`src/rtl/lrc_pkg.sv`:
```
package lrc_pkg;

  // control word bit positions (divider sits above the three flags)
  localparam int CTL_ORDER_BIT = 0;
  localparam int CTL_BSEL_BIT  = 1;
  localparam int CTL_SLOW_BIT  = 2;
  localparam int CTL_DIV_LSB   = 3;

  typedef enum logic [1:0] {
    PAD_OPEN_DRAIN = 2'b00,
    PAD_PUSH_PULL  = 2'b01,
    PAD_INPUT_A    = 2'b10,
    PAD_INPUT_B    = 2'b11
  } pad_mode_e;

  function automatic logic pad_oe(input pad_mode_e m, input logic lvl);
    case (m)
      PAD_PUSH_PULL:  return 1'b1;
      PAD_OPEN_DRAIN: return ~lvl;
      default:        return 1'b0;
    endcase
  endfunction

  function automatic logic pad_do(input pad_mode_e m, input logic lvl);
    return (m == PAD_PUSH_PULL) ? lvl : 1'b0;
  endfunction

endpackage

```
`src/rtl/lrc_rate_divider.sv`:
```
module lrc_rate_divider #(
  parameter int DIV_W      = 8,
  parameter int SLOW_RATIO = 8
) (
  input  logic             clk,
  input  logic             rst_n,
  input  logic             run,
  input  logic [DIV_W-1:0] div,
  input  logic             slow_sel,
  output logic             base_tick,
  output logic             other_tick,
  output logic             base_lvl,
  output logic             other_lvl
);
  localparam int SLOW_W = (SLOW_RATIO > 1) ? $clog2(SLOW_RATIO) : 1;

  // terminal count of the base counter; divider values under 2 act as 2
  function automatic logic [DIV_W-1:0] last_count(input logic [DIV_W-1:0] d);
    return (d < DIV_W'(2)) ? DIV_W'(1) : d - DIV_W'(1);
  endfunction

  logic [DIV_W-1:0]  base_cnt;
  logic [SLOW_W-1:0] slow_cnt;
  logic              slow_tick;

  assign base_tick  = run && (base_cnt == last_count(div));
  assign slow_tick  = base_tick && (slow_cnt == SLOW_W'(SLOW_RATIO - 1));
  assign other_tick = slow_sel ? slow_tick : base_tick;

  always_ff @(posedge clk) begin
    if (!rst_n || !run) begin
      base_cnt  <= '0;
      slow_cnt  <= '0;
      base_lvl  <= 1'b1;
      other_lvl <= 1'b1;
    end else begin
      base_cnt <= base_tick ? '0 : base_cnt + DIV_W'(1);
      if (base_tick) begin
        slow_cnt <= slow_tick ? '0 : slow_cnt + SLOW_W'(1);
        base_lvl <= ~base_lvl;
      end
      if (other_tick) other_lvl <= ~other_lvl;
    end
  end
endmodule

```
`src/rtl/lrc_line_pad.sv`:
```
module lrc_line_pad
  import lrc_pkg::*;
(
  input  logic [1:0] mode,
  input  logic       lvl,
  output logic       oe,
  output logic       dout
);
  pad_mode_e m;
  assign m    = pad_mode_e'(mode);
  assign oe   = pad_oe(m, lvl);
  assign dout = pad_do(m, lvl);
endmodule

```
`src/rtl/dual_line_rate_ctrl.sv`:
```
module dual_line_rate_ctrl
  import lrc_pkg::*;
#(
  parameter int DIV_W      = 8,
  parameter int SLOW_RATIO = 8
) (
  input  logic                     clk,
  input  logic                     rst_n,
  input  logic                     run_en,
  input  logic                     cfg_we,
  input  logic                     cfg_sel,
  input  logic [CTL_DIV_LSB+DIV_W-1:0] cfg_wdata,
  output logic                     a_oe,
  output logic                     a_do,
  output logic                     b_oe,
  output logic                     b_do,
  output logic                     base_tick,
  output logic                     other_tick,
  output logic                     msb_first
);
  localparam int N_LINES = 2;   // index 1 = line A, index 0 = line B

  logic [DIV_W-1:0]       div_q;
  logic                   bsel_q, slow_q, order_q;
  logic [2*N_LINES-1:0]   dir_q;
  logic                   base_lvl, other_lvl;
  logic [N_LINES-1:0]     line_lvl, line_oe, line_do;
  logic                   cfg_write_ok;

  assign cfg_write_ok = cfg_we && !run_en;

  always_ff @(posedge clk) begin
    if (!rst_n) begin
      div_q   <= '0;
      bsel_q  <= 1'b0;
      slow_q  <= 1'b0;
      order_q <= 1'b0;
      dir_q   <= '0;
    end else if (cfg_write_ok) begin
      if (cfg_sel) begin
        dir_q <= cfg_wdata[2*N_LINES-1:0];
      end else begin
        div_q   <= cfg_wdata[CTL_DIV_LSB +: DIV_W];
        bsel_q  <= cfg_wdata[CTL_BSEL_BIT];
        slow_q  <= cfg_wdata[CTL_SLOW_BIT];
        order_q <= cfg_wdata[CTL_ORDER_BIT];
      end
    end
  end

  lrc_rate_divider #(.DIV_W(DIV_W), .SLOW_RATIO(SLOW_RATIO)) u_div (
    .clk        (clk),
    .rst_n      (rst_n),
    .run        (run_en),
    .div        (div_q),
    .slow_sel   (slow_q),
    .base_tick  (base_tick),
    .other_tick (other_tick),
    .base_lvl   (base_lvl),
    .other_lvl  (other_lvl)
  );

  assign line_lvl[1] = bsel_q ? base_lvl  : other_lvl;
  assign line_lvl[0] = bsel_q ? other_lvl : base_lvl;

  for (genvar i = 0; i < N_LINES; i++) begin : g_pad
    lrc_line_pad u_pad (
      .mode (dir_q[2*i +: 2]),
      .lvl  (line_lvl[i]),
      .oe   (line_oe[i]),
      .dout (line_do[i])
    );
  end

  assign a_oe      = line_oe[1];
  assign a_do      = line_do[1];
  assign b_oe      = line_oe[0];
  assign b_do      = line_do[0];
  assign msb_first = ~order_q;
endmodule

```
`config.mk`:
```
export PLATFORM = sky130hd
export DESIGN_NAME = dual_line_rate_ctrl
export DESIGN_NICKNAME = d
export VERILOG_FILES = /design/src/rtl/lrc_pkg.sv /design/src/rtl/lrc_rate_divider.sv /design/src/rtl/lrc_line_pad.sv /design/src/rtl/dual_line_rate_ctrl.sv
export SDC_FILE = /design/constraint.sdc
export NUM_CORES = 1
export LEC_CHECK = 0
export ABC_AREA = 1
export BUFFER_PORTS_ARGS = -buffer_cell sky130_fd_sc_hd__buf_2
export CORE_MARGIN = 3
export CORE_UTILIZATION = 60
export DETAILED_ROUTE_END_ITERATION = 8
export PLACE_DENSITY = 0.93
export SYNTH_ARGS = -nofsm -noshare
export SYNTH_HDL_FRONTEND = slang
export SYNTH_SLANG_ARGS = --single-unit
```
`constraint.sdc`:
```
create_clock -name clk -period 3.5 [get_ports clk]
set_clock_uncertainty 0.05 [all_clocks]
set_input_delay 0.7 -clock clk [delete_from_list [all_inputs] [get_ports clk]]
set_output_delay 0.7 -clock clk [all_outputs]
set_load 0.005 [all_outputs]
```
== Word-level counts from Yosys, hierarchy flattened ==
Index checks and enable logic that the tools add are counted.
Word-level totals
  bits in registers: 28
  bits of input ports: 16
  output and inout port bits: 7
  word-level logic and storage cells: 43
Cells by class
  $add $sub $neg: 3
  order comparisons: 1
  equality and inequality tests: 4
  multiplexer cells: 9
  bitwise gates (word level): 6
  reduce and logical (&&, ||, !) cells: 11
Operators with widths (count)
  adder 8 x 1 -> 8 bit, second input constant: 1
  == test 8 bit: 1
  < comparator 8 x 2 -> 1 bit, second input constant: 1
  2-to-1 mux 8 bit: 1
  subtractor 8 x 1 -> 8 bit, second input constant: 1
  inverter 1 bit: 6
  2-to-1 mux 1 bit: 5
  == test 2 x 1 -> 1 bit, second input constant: 2
  logical NOT 2 bit: 2
  case mux 1 bit (2 select lines): 2
  AND reduction 2 bit: 2
  adder 3 x 1 -> 3 bit, second input constant: 1
  == test 3 bit, second input constant: 1
  logical AND 1 bit: 3
  2-to-1 mux 3 bit: 1
  logical NOT 1 bit: 2
  OR reduction 2 bit: 1
  logical OR 1 bit: 1

== Depth between registers and ports, before layout ==
  depth after elaboration: 6
  depth in mapped cells: 14
  gate-level depth less buffers: 14

== By module ==
From an unflattened synthesis, not the netlist that was laid out.
Unflattened totals
  cells, all modules: 277
  area, all modules: 1685.4 um^2
By module, submodules not included
  lrc_rate_divider: instances 1, cells each 163, area each 978.4 um^2, sequential area each 260.2 um^2
  dual_line_rate_ctrl: instances 1, cells each 102, area each 651.9 um^2, sequential area each 300.3 um^2
  lrc_line_pad: instances 2, cells each 6, area each 27.5 um^2, sequential area each 0.0 um^2

== Worst setup path before layout ==
No wires, ideal clock.
  path type: register to output
  from: reg div_q[0]
  to: out base_tick
  arrival: 1.565 ns
  required time: 2.750 ns
  slack: 1.185 ns
  cell stages (with the launch flop): 12
  path buffers: 0
  cells stage by stage: dfxtp_1 -> clkinv_1 -> ha_1 -> nand3_1 -> nand2_1 -> o21ai_0 -> nand2_1 -> nor2_1 -> nand2_1 -> nor2_4 -> nand2_2 -> inv_1
Between the ends
  cells in the longest elaborated chain, start to end: 4
  elaborated cells on any way between the ends: 5
  classes of those cells: 1 x add/sub; 1 x order compare; 1 x eq/ne; 1 x mux; 1 x reduce/logical
Ends and longest elaborated chain
  from (decl): RTL line dual_line_rate_ctrl.sv:23  | logic [DIV_W-1:0] div_q;
  from (signal assigned): RTL line dual_line_rate_ctrl.sv:43  | div_q <= cfg_wdata[CTL_DIV_LSB +: DIV_W];
  subtractor 8 x 1 -> 8 bit or < comparator 8 x 2 -> 1 bit (tied branches): RTL line lrc_rate_divider.sv:19  | return (d < DIV_W'(2)) ? DIV_W'(1) : d - DIV_W'(1);
  2-to-1 mux 8 bit *: RTL line lrc_rate_divider.sv:19
  == test 8 bit *: RTL line lrc_rate_divider.sv:26  | assign base_tick = run && (base_cnt == last_count(div));
  logical AND 1 bit *: RTL line lrc_rate_divider.sv:26
  to (decl): RTL line dual_line_rate_ctrl.sv:17  | output logic base_tick,
Every way passes the cells marked *; elsewhere a longest branch is shown, timed or not.

== Worst setup path in the final report ==
Same ends and word-level chain as after synthesis.

==> reports/metrics.yaml <==
min_period_over_period_pct: 86.4
slew_violations: 0
rsz0062_at_grt: "false"
antenna_found_initial: 0
ant_nets: 0
hold_end: "order_q"
core_area_um2: 2360
min_path_type: "flop to flop"
criticalPathCategory: "flop to primary output"
cts_max_path_buffers: 2
r2r_end: "u_div.slow_cnt[2]"
num_rows: 17
finalSetupTns_ps: 0
rr_worst_depth: 12
yosysUniqueCellTypes: 22
synth_seq_cells: 28
hold_viol: 0
cts_setup_buffers: 0
root_buffer: "clkbuf_4"
port_buffers: 22
grt_pass1_wl_um: 5190
cts_hold_buf: 0
cts_buffers: 3
max_freq_mhz: 331
initial_core_util_pct: 67.1
die_h_um: 57.4
drc: 0
synth_area_leaders: "dfxtp_1 35%, nand2_1 12%, inv_1 9.0%, nor2_1 8.1%, o21ai_0 7.3%"
ys_seq_area_share_pct: 35.4
final_common_cell: "nand2_1"
n_antenna_cell: 0
cp-end-kind: "primary output"
cts.sinks: 28
avgSynthCellArea_um2: 6.49
place_ws_ps: 860
boundaryPins: 23
arrival_ps: 2270
whs_path_depth: 2
slowest_stage: "dfxtp_1"
layout_setup_ws_ps: 477
min_from: "order_q"
htreeDepth: 1
cts_tree: "built"
die_area_um2: 3290
final_cell_mix: "50 x nand2_1, 38 x inv_1, 34 x nor2_1"
clkTransAtPathRegs_ps: 140
netlist_area_um2: 1580
dp_hpwl_um: 2430
yosys.area.top_type_share_pct: 35.4
ir_drop_uv: 361
regToRegStartpoint: "div_q[0]"
area_growth_pct: 9.87
required_ps: 2750
critPathMaxFanout: 8
die_width_um: 57.4
dr.pass1.iters: 4
gr-total-overflow: 0
slowest_delay_ps: 370
outcome: "complete, no violations"
grt_max_degree: 23
nNetsFinal: 288
fillers: 215
synth_cells: 244
vias: 1486
avgRoutedWirePerCell_um: 10.4
worstMarginPinSlew_ps: 667
critPathLaunchType: "flop"
synth_nets: 264
setup-violations-final: 0
ctsResizeCount: 0
layout-drive-gt1-share_pct: 13.9
powerDensity_nw_per_um2: 354
synth_top_area_cell: "dfxtp_1"
fin_crit_ps: 3020
p_leak_nw: 0.848
slew_headroom_pct: 55.4
crit_top_cell: "nand2_1"
first_iter_violations: 63
grt.total_usage_pct: 19.0
cp_cell_sequence: "clkinv_1, ha_1, nand3_1, nand2_1, o21ai_0, nand2_1, nor2_1, nand2_1, nor2_4, nand2_2, inv_1, buf_2"
rrSetupSlack_ps: 1420
clk-insertion-delay-late_ps: 320
yosysWarningCount: 0
drv_cap: 0
gp_congestion: 0.873
via_per_inst: 5.05
grt_pass1_vias: 1332
routed_wl_um: 3050
[critical path, delay by kind of cell (launching register included)]
| family | cells | cell delay [ps] |
|---|---|---|
| DFF | 1 | 370 |
| AOI/OAI and AO/OA | 1 | 150 |
| adders and majority gates | 1 | 330 |
| buffers and inverters | 3 | 370 |
| and+or+nand+nor | 7 | 730 |
[kinds of logic after synthesis]
group	count (synthesis)	synth area share [%]
compound gates	38	12.0
xor+xnor	6	3.32
fa+ha+maj	4	3.16
buf+inv	43	10.2
flops	28	35.4
simple gates	125	35.9
[cell usage after synthesis]
master / number
ha_1: 4
nor2_1: 34
clkinv_1: 1
clkbuf_1: 3
nand2_4: 2
nand3_1: 17
nand2_2: 2
xor2_1: 5
dfxtp_1: 28
nand4_1: 7
nand3_2: 1
inv_2: 1
inv_1: 38
xnor2_1: 1
nor3_1: 5
nor2_2: 3
nand3b_1: 1
nor2_4: 2
or2_2: 1
o21ai_0: 23
nand2_1: 50
a21oi_1: 15
[flip-flops by register name (all words and copies together) (netlist names)]
name	flops
bsel_q	1
dir_q	4
div_q	8
order_q	1
slow_q	1
u_div.base_cnt	8
u_div.base_lvl	1
u_div.other_lvl	1
u_div.slow_cnt	3
[worst max-delay path by stage]
stage                     slack, ps         to     start  cells past startpoint
after floorplan                1180  base_tick  div_q[0]                     11
after global placement          980  base_tick  div_q[0]                     12
after detailed placement        860  base_tick  div_q[0]                     14
after CTS                       470  base_tick  div_q[0]                     12
after global routing            290  base_tick  div_q[0]                     14
final                           480  base_tick  div_q[0]                     12
[routing by layer]
| layer | up-vias | share of wire [%] | track usage, % |
|---|---|---|---|
| met5 | - | 0 | 0 |
| met4 | 0 | 0.49 | 4.30 |
| met3 | 2 | 4.8 | 4.98 |
| met2 | 31 | 47 | 32.3 |
| met1 | 635 | 48 | 24.0 |
| li1 | 818 | - | - |
[report_power, final]
part	switching (W)	total, W	internal (W)	leakage [nW]
Clock	0.0000892	0.000130	0.0000404	0.0138
Combinational	0.0000937	0.000147	0.0000533	0.606
Sequential	0.00000942	0.000339	0.000330	0.228
[final cells by class]
type / instances / area (µm²) / share of cell area, %
repair buffers: 22 / 110 / 6.33
well taps: 28 / 35.0 / 2.01
flip-flops and latches: 28 / 561 / 32.2
multi-input cells: 173 / 862 / 49.5
inverters: 40 / 150 / 8.63
clock buffers: 3 / 22.5 / 1.29
[per-stage QoR]
step / std cells / hold WS [ps] / instance area, µm² / utilization, % / total power (W)
after global routing: 294 / 439 / 1740 / 73.7 / 0.000658
after detailed placement: 291 / 391 / 1720 / 72.8 / 0.000492
after floorplan: 244 / 371 / 1580 / - / 0.000456
after global placement: 291 / 387 / 1720 / 72.8 / 0.000489
after CTS: 294 / 411 / 1740 / 73.7 / 0.000623
final: 294 / 408 / 1740 / 73.7 / 0.000616
(Power assumes the default switching activity.)
